==> src/rtl/gpio_port_pkg.sv <==
package gpio_port_pkg;
  localparam int unsigned OFS_DATA = 0;
  localparam int unsigned OFS_DIR  = 1;

  typedef enum logic [1:0] {
    SEL_NONE = 2'd0,
    SEL_DATA = 2'd1,
    SEL_DIR  = 2'd2
  } reg_sel_e;
endpackage

==> src/rtl/gpio_pin_sync.sv <==
module gpio_pin_sync #(
  parameter int unsigned WIDTH  = 8,
  parameter int unsigned STAGES = 2
) (
  input  logic             clk_i,
  input  logic             rst_ni,
  input  logic [WIDTH-1:0] async_i,
  output logic [WIDTH-1:0] sync_o
);
  logic [WIDTH-1:0] stage_q [STAGES];

  for (genvar s = 0; s < STAGES; s++) begin : g_stage
    if (s == 0) begin : g_first
      always_ff @(posedge clk_i or negedge rst_ni) begin
        if (!rst_ni) stage_q[0] <= '0;
        else         stage_q[0] <= async_i;
      end
    end else begin : g_next
      always_ff @(posedge clk_i or negedge rst_ni) begin
        if (!rst_ni) stage_q[s] <= '0;
        else         stage_q[s] <= stage_q[s-1];
      end
    end
  end

  assign sync_o = stage_q[STAGES-1];
endmodule

==> src/rtl/gpio_port_regs.sv <==
module gpio_port_regs
  import gpio_port_pkg::*;
#(
  parameter int unsigned WIDTH = 8
) (
  input  logic             clk_i,
  input  logic             rst_ni,
  input  logic             wr_i,
  input  reg_sel_e         sel_i,
  input  logic [WIDTH-1:0] wdata_i,
  output logic [WIDTH-1:0] data_q_o,
  output logic [WIDTH-1:0] dir_q_o
);
  always_ff @(posedge clk_i or negedge rst_ni) begin
    if (!rst_ni) begin
      data_q_o <= '0;
      dir_q_o  <= '0;
    end else if (wr_i) begin
      if (sel_i == SEL_DATA) data_q_o <= wdata_i;
      if (sel_i == SEL_DIR)  dir_q_o  <= wdata_i;
    end
  end

  AST_DATA_WRITE: assert property (@(posedge clk_i) disable iff (!rst_ni)
    (wr_i && sel_i == SEL_DATA) |=> data_q_o == $past(wdata_i));
  AST_DIR_WRITE: assert property (@(posedge clk_i) disable iff (!rst_ni)
    (wr_i && sel_i == SEL_DIR) |=> dir_q_o == $past(wdata_i));
  AST_BAD_OFS_HOLD: assert property (@(posedge clk_i) disable iff (!rst_ni)
    (wr_i && sel_i == SEL_NONE) |=> ($stable(data_q_o) && $stable(dir_q_o)));
endmodule

==> src/rtl/gpio_ext_mirror.sv <==
module gpio_ext_mirror #(
  parameter int unsigned WIDTH  = 8,
  parameter int unsigned ADDR_W = 2
) (
  input  logic              clk_i,
  input  logic              rst_ni,
  input  logic              emu_i,
  input  logic              wr_i,
  input  logic [ADDR_W-1:0] addr_i,
  input  logic [WIDTH-1:0]  wdata_i,
  output logic              ext_wr_o,
  output logic [ADDR_W-1:0] ext_addr_o,
  output logic [WIDTH-1:0]  ext_wdata_o
);
  logic fire;
  assign fire = emu_i & wr_i;

  always_ff @(posedge clk_i or negedge rst_ni) begin
    if (!rst_ni) begin
      ext_wr_o    <= 1'b0;
      ext_addr_o  <= '0;
      ext_wdata_o <= '0;
    end else begin
      ext_wr_o <= fire;
      if (fire) begin
        ext_addr_o  <= addr_i;
        ext_wdata_o <= wdata_i;
      end
    end
  end

  AST_EXT_STROBE: assert property (@(posedge clk_i) disable iff (!rst_ni)
    fire |=> (ext_wr_o && ext_wdata_o == $past(wdata_i) && ext_addr_o == $past(addr_i)));
  AST_NO_STROBE_OUTSIDE_EMU: assert property (@(posedge clk_i) disable iff (!rst_ni)
    !fire |=> !ext_wr_o);
endmodule

==> src/rtl/gpio_read_mux.sv <==
module gpio_read_mux
  import gpio_port_pkg::*;
#(
  parameter int unsigned WIDTH = 8
) (
  input  logic             emu_i,
  input  reg_sel_e         sel_i,
  input  logic [WIDTH-1:0] data_q_i,
  input  logic [WIDTH-1:0] dir_q_i,
  input  logic [WIDTH-1:0] pin_sync_i,
  input  logic [WIDTH-1:0] ext_rdata_i,
  output logic [WIDTH-1:0] rdata_o
);
  logic [WIDTH-1:0] data_view;

  // per-bit source: driven pins read the latch, floating pins read the pad
  for (genvar b = 0; b < WIDTH; b++) begin : g_bit
    assign data_view[b] = dir_q_i[b] ? data_q_i[b] : pin_sync_i[b];
  end

  always_comb begin
    unique case (sel_i)
      SEL_DATA: rdata_o = emu_i ? ext_rdata_i : data_view;
      SEL_DIR:  rdata_o = emu_i ? ext_rdata_i : dir_q_i;
      default:  rdata_o = '0;
    endcase
  end
endmodule

==> src/rtl/gpio_emu_port.sv <==
module gpio_emu_port
  import gpio_port_pkg::*;
#(
  parameter int unsigned WIDTH       = 8,
  parameter int unsigned ADDR_W      = 2,
  parameter int unsigned SYNC_STAGES = 2
) (
  input  logic              clk_i,
  input  logic              rst_ni,
  input  logic              emu_i,
  input  logic [ADDR_W-1:0] bus_addr_i,
  input  logic              bus_wr_i,
  input  logic [WIDTH-1:0]  bus_wdata_i,
  output logic [WIDTH-1:0]  bus_rdata_o,
  input  logic [WIDTH-1:0]  ext_rdata_i,
  output logic              ext_wr_o,
  output logic [ADDR_W-1:0] ext_addr_o,
  output logic [WIDTH-1:0]  ext_wdata_o,
  input  logic [WIDTH-1:0]  pin_i,
  output logic [WIDTH-1:0]  pin_o,
  output logic [WIDTH-1:0]  pin_oe_o
);
  localparam logic [ADDR_W-1:0] AddrData = ADDR_W'(OFS_DATA);
  localparam logic [ADDR_W-1:0] AddrDir  = ADDR_W'(OFS_DIR);

  reg_sel_e         sel;
  logic [WIDTH-1:0] data_q, dir_q, pin_sync;

  always_comb begin
    if (bus_addr_i == AddrData)     sel = SEL_DATA;
    else if (bus_addr_i == AddrDir) sel = SEL_DIR;
    else                            sel = SEL_NONE;
  end

  gpio_port_regs #(.WIDTH(WIDTH)) u_regs (
    .clk_i    (clk_i),
    .rst_ni   (rst_ni),
    .wr_i     (bus_wr_i),
    .sel_i    (sel),
    .wdata_i  (bus_wdata_i),
    .data_q_o (data_q),
    .dir_q_o  (dir_q)
  );

  gpio_pin_sync #(.WIDTH(WIDTH), .STAGES(SYNC_STAGES)) u_sync (
    .clk_i   (clk_i),
    .rst_ni  (rst_ni),
    .async_i (pin_i),
    .sync_o  (pin_sync)
  );

  gpio_read_mux #(.WIDTH(WIDTH)) u_rmux (
    .emu_i       (emu_i),
    .sel_i       (sel),
    .data_q_i    (data_q),
    .dir_q_i     (dir_q),
    .pin_sync_i  (pin_sync),
    .ext_rdata_i (ext_rdata_i),
    .rdata_o     (bus_rdata_o)
  );

  gpio_ext_mirror #(.WIDTH(WIDTH), .ADDR_W(ADDR_W)) u_mirror (
    .clk_i       (clk_i),
    .rst_ni      (rst_ni),
    .emu_i       (emu_i),
    .wr_i        (bus_wr_i),
    .addr_i      (bus_addr_i),
    .wdata_i     (bus_wdata_i),
    .ext_wr_o    (ext_wr_o),
    .ext_addr_o  (ext_addr_o),
    .ext_wdata_o (ext_wdata_o)
  );

  assign pin_o    = data_q;
  assign pin_oe_o = dir_q;

  AST_OE_MATCHES_DIR_READ: assert property (@(posedge clk_i) disable iff (!rst_ni)
    (!emu_i && bus_addr_i == AddrDir) |-> bus_rdata_o == pin_oe_o);
  AST_EMU_WRITE_LOCAL: assert property (@(posedge clk_i) disable iff (!rst_ni)
    (emu_i && bus_wr_i && bus_addr_i == AddrDir) |=> pin_oe_o == $past(bus_wdata_i));
endmodule

==> config.mk <==
export PLATFORM = sky130hd
export DESIGN_NAME = gpio_emu_port
export DESIGN_NICKNAME = d
export VERILOG_FILES = /design/src/rtl/gpio_port_pkg.sv /design/src/rtl/gpio_pin_sync.sv /design/src/rtl/gpio_port_regs.sv /design/src/rtl/gpio_ext_mirror.sv /design/src/rtl/gpio_read_mux.sv /design/src/rtl/gpio_emu_port.sv
export SDC_FILE = /design/constraint.sdc
export NUM_CORES = 1
export LEC_CHECK = 0
export ABC_AREA = 0
export BUFFER_PORTS_ARGS = -buffer_cell sky130_fd_sc_hd__buf_2
export CORE_MARGIN = 2
export CORE_UTILIZATION = 47
export CTS_BUF_LIST = sky130_fd_sc_hd__clkbuf_16
export DETAILED_ROUTE_END_ITERATION = 7
export HOLD_SLACK_MARGIN = 0.05
export PLACE_DENSITY_LB_ADDON = 0.08
export SYNTH_ARGS = -nofsm -noshare
export SYNTH_HDL_FRONTEND = slang
export SYNTH_SLANG_ARGS = --single-unit
==> constraint.sdc <==
create_clock -name clk_i -period 1.47 [get_ports clk_i]
set_clock_uncertainty 0.05 [all_clocks]
set_input_delay 0.2205 -clock clk_i [delete_from_list [all_inputs] [get_ports clk_i]]
set_output_delay 0.2205 -clock clk_i [all_outputs]
set_load 0.05 [all_outputs]
==> reports/summary.txt <==
Unrepaired setup endpoints after global routing: true
HP Class: in2reg
Leading area contributor after synthesis: dfrtp_1
Footprint of the multi-input gates: 574 um^2
Arr. time, crit path: 1.39 ns
Gate Count Post-Synth: 112
Crit-path cells: o21a_1 -> a211oi_2 -> buf_4 -> nor3_4 -> buf_6
WL final: 3680 um
Layout area overhead: 54.2%
Hold slack final: 0.151 ns
Vias/cell: 4.92
Largest net degree at the start of global routing: 26
Drt first-iter violations: 51
Mapped cell area: 0.00165 mm^2
Die W: 63.2 um
Failing checks: setup timing
FILL cells: 249
Sequential cell area fraction in the yosys report: 65.3%
Nets: 240
MaxCap Viol Count: 0
Distinct cell type count after synthesis: 17
Final hold vios: 0
Post-DRT Antenna Nets: 0
Critical path's top delay family: flip-flops
Max H-tree Level: 2
Element type at the critical path start: flip-flop
Routed via count: 1265
Status: complete, but fails checks
GPL Wtd Cong: 0.802
DR WL/cell: 14.3 um
Power density cells: 1450 mW/mm^2
Setup ws final: -0.187 ns
Global-route wire length before repair: 6040 um
Initial antenna violation count: 0
Max IR drop VDD: 0.962 mV
Mapped Nets: 142
Top-level I/O count: 65
Drt drc: 0
Measured slew at the worst slew-check pin: 0.461 ns
Fmax: 604 MHz
FF+latch count, synth: 43
Crit path buf inv count: 2
CP endpoint kind: primary output
Slowest stage delay, CP: 0.41 ns
Grt total ovfl: 0
Share of cells above drive strength 1: 63.5%
CTS tree: yes
CTS clk-pin slew, worst paths: 0.06 ns
Pleak: 1.22 nW
Setup-failing EPs final: 8
Number of global-route vias before repair: 1323
Clk_lat worst skew: 0.28 ns
Crit path time final: 1.66 ns
Core outline area: 0.00336 mm^2
Setup TNS: -0.396 ns
Crit Path Class: reg2out
Slew Limit Fails: 0
Syn. warnings: 0
CP Max Fanout: 3
Port bufs: 64
Synth top area share: 65.3%
Initial Util: 49.0%
Pre-antenna DRT Iters: 4
Diodes inserted: 0
Tot Pwr: 3.67 mW
Synth Area per Inst: 14.7 um^2
Root buf cell: clkbuf_16
Die footprint: 0.00399 mm^2
Num rows: 21
Required time worst endpoint: 1.20 ns
CTS sink count: 43
Seq. cell area: 0.00108 mm^2
Tcrit/Tclk final: 113%
Die Ht: 63.2 um
Total GRT Usage: 20.1%
Deepest clock path buffer count: 2
Num CTS Buffers: 5
Synth top area cells: dfrtp_1 (65%), mux2_2 (18%), o21ai_0 (4.3%)
Max stage delay cell, worst path: dfrtp_2
Max-slew headroom: 69.3%
path summary, 6_finish.rpt:
path | startpoint | endpoint | slack, ns | cells past startpoint
worst max-delay path | u_regs.data_q_o[1] | bus_rdata_o[1] | -0.19 | 5
worst max register to register | u_regs.data_q_o[7] | u_regs.data_q_o[7] | 0.42 | 3
min in group asynchronous | rst_ni | u_mirror.ext_addr_o[0] | 0.37 | 2
worst min-delay path | bus_wdata_i[5] | u_regs.dir_q_o[5] | 0.15 | 2
worst min register to register | u_sync.stage_q[12] | u_sync.sync_o[4] | 0.30 | 0
max in group asynchronous | rst_ni | u_regs.dir_q_o[1] | 0.50 | 3
through the flow:
| stage | worst slack [ns] | instance area, um^2 | util [%] | std cells |
|---|---|---|---|---|
| CTS | -0.174 | 2520 | 74.9 | 255 |
| detailed placement | -0.0579 | 2150 | 64.0 | 230 |
| global route | -0.258 | 2540 | 75.5 | 257 |
| floorplan | -0.0246 | 1670 | - | 112 |
| global placement | 0.00663 | 2150 | 64.0 | 230 |
| finish | -0.187 | 2540 | 75.5 | 257 |
routing by layer:
metal	vias to the layer above	track usage [%]	routed length, um
li1	598	-	-
met1	614	24.6	1540
met2	47	33.6	1860
met3	6	5.18	216
met4	0	8.42	61
met5	-	0	0
synthesized netlist by cell type:
| cell type | number |
|---|---|
| nor2_1 | 2 |
| inv_1 | 1 |
| mux2_2 | 26 |
| nand3b_2 | 1 |
| buf_2 | 2 |
| buf_6 | 1 |
| dfrtp_1 | 43 |
| nand2_1 | 1 |
| o21ai_0 | 14 |
| nor3_1 | 1 |
| nand2b_1 | 7 |
| clkbuf_1 | 1 |
| a22o_1 | 7 |
| a211oi_1 | 1 |
| nor3b_4 | 1 |
| nor2b_1 | 2 |
| o21a_1 | 1 |
sequential cells by signal, indices dropped and copies added (netlist names):
register and count:
u_mirror.ext_addr_o 2, u_mirror.ext_wdata_o 8, u_mirror.ext_wr_o 1, u_regs.data_q_o 8, u_regs.dir_q_o 8, u_sync.stage_q 8, u_sync.sync_o 8
worst reg2reg max path: cells and delay by family (launching register included):
kind,cells,cell delay [ns]
buf+inv,2,0.25
flops,1,0.38
mux,1,0.25
power by group:
group	internal [mW]	leakage [nW]	switching, mW
Sequential	1.34	0.503	0.0897
Combinational	0.433	0.644	0.774
Clock	0.619	0.0710	0.423
Total	2.39	1.22	1.29
layout by cell type, fill, tap and decap left out, types with 5 or more instances in the layout:
cell type	synthesis	final
dlygate4sd3_1	0	9
o21ai_1	0	14
buf_4	0	19
a22o_2	0	7
buf_8	0	5
clkbuf_16	0	5
mux2_2	26	26
dfrtp_1	43	40
nand2b_1	7	7
buf_2	2	56
what timing repair did:
| item | CTS | global route |
|---|---|---|
| gates resized for setup | 37 | 1 |
| pin swaps | 2 | 0 |
| setup endpoints to repair | 8 | 8 |
| cloned | 0 | 0 |
| endpoints found under the hold margin | 26 | 0 |
| setup buffers | 8 | 2 |
| hold buffers | 9 | 0 |
cell type report:
type | count | area share, %
sequential | 43 | 42.5
timing repair buffer | 95 | 26.9
multi-input combinational | 64 | 22.6
clock buffer | 5 | 4.93
tap | 46 | 2.27
clock inverter | 3 | 0.641
inverter | 1 | 0.148
logic make-up after synthesis:
kind of cell,synth area share (%)
flops,65.3
mux,17.8
compound gates,8.89
simple gates,6.23
buf+inv,1.75
Note: power is estimated with default switching activity, not from simulation.
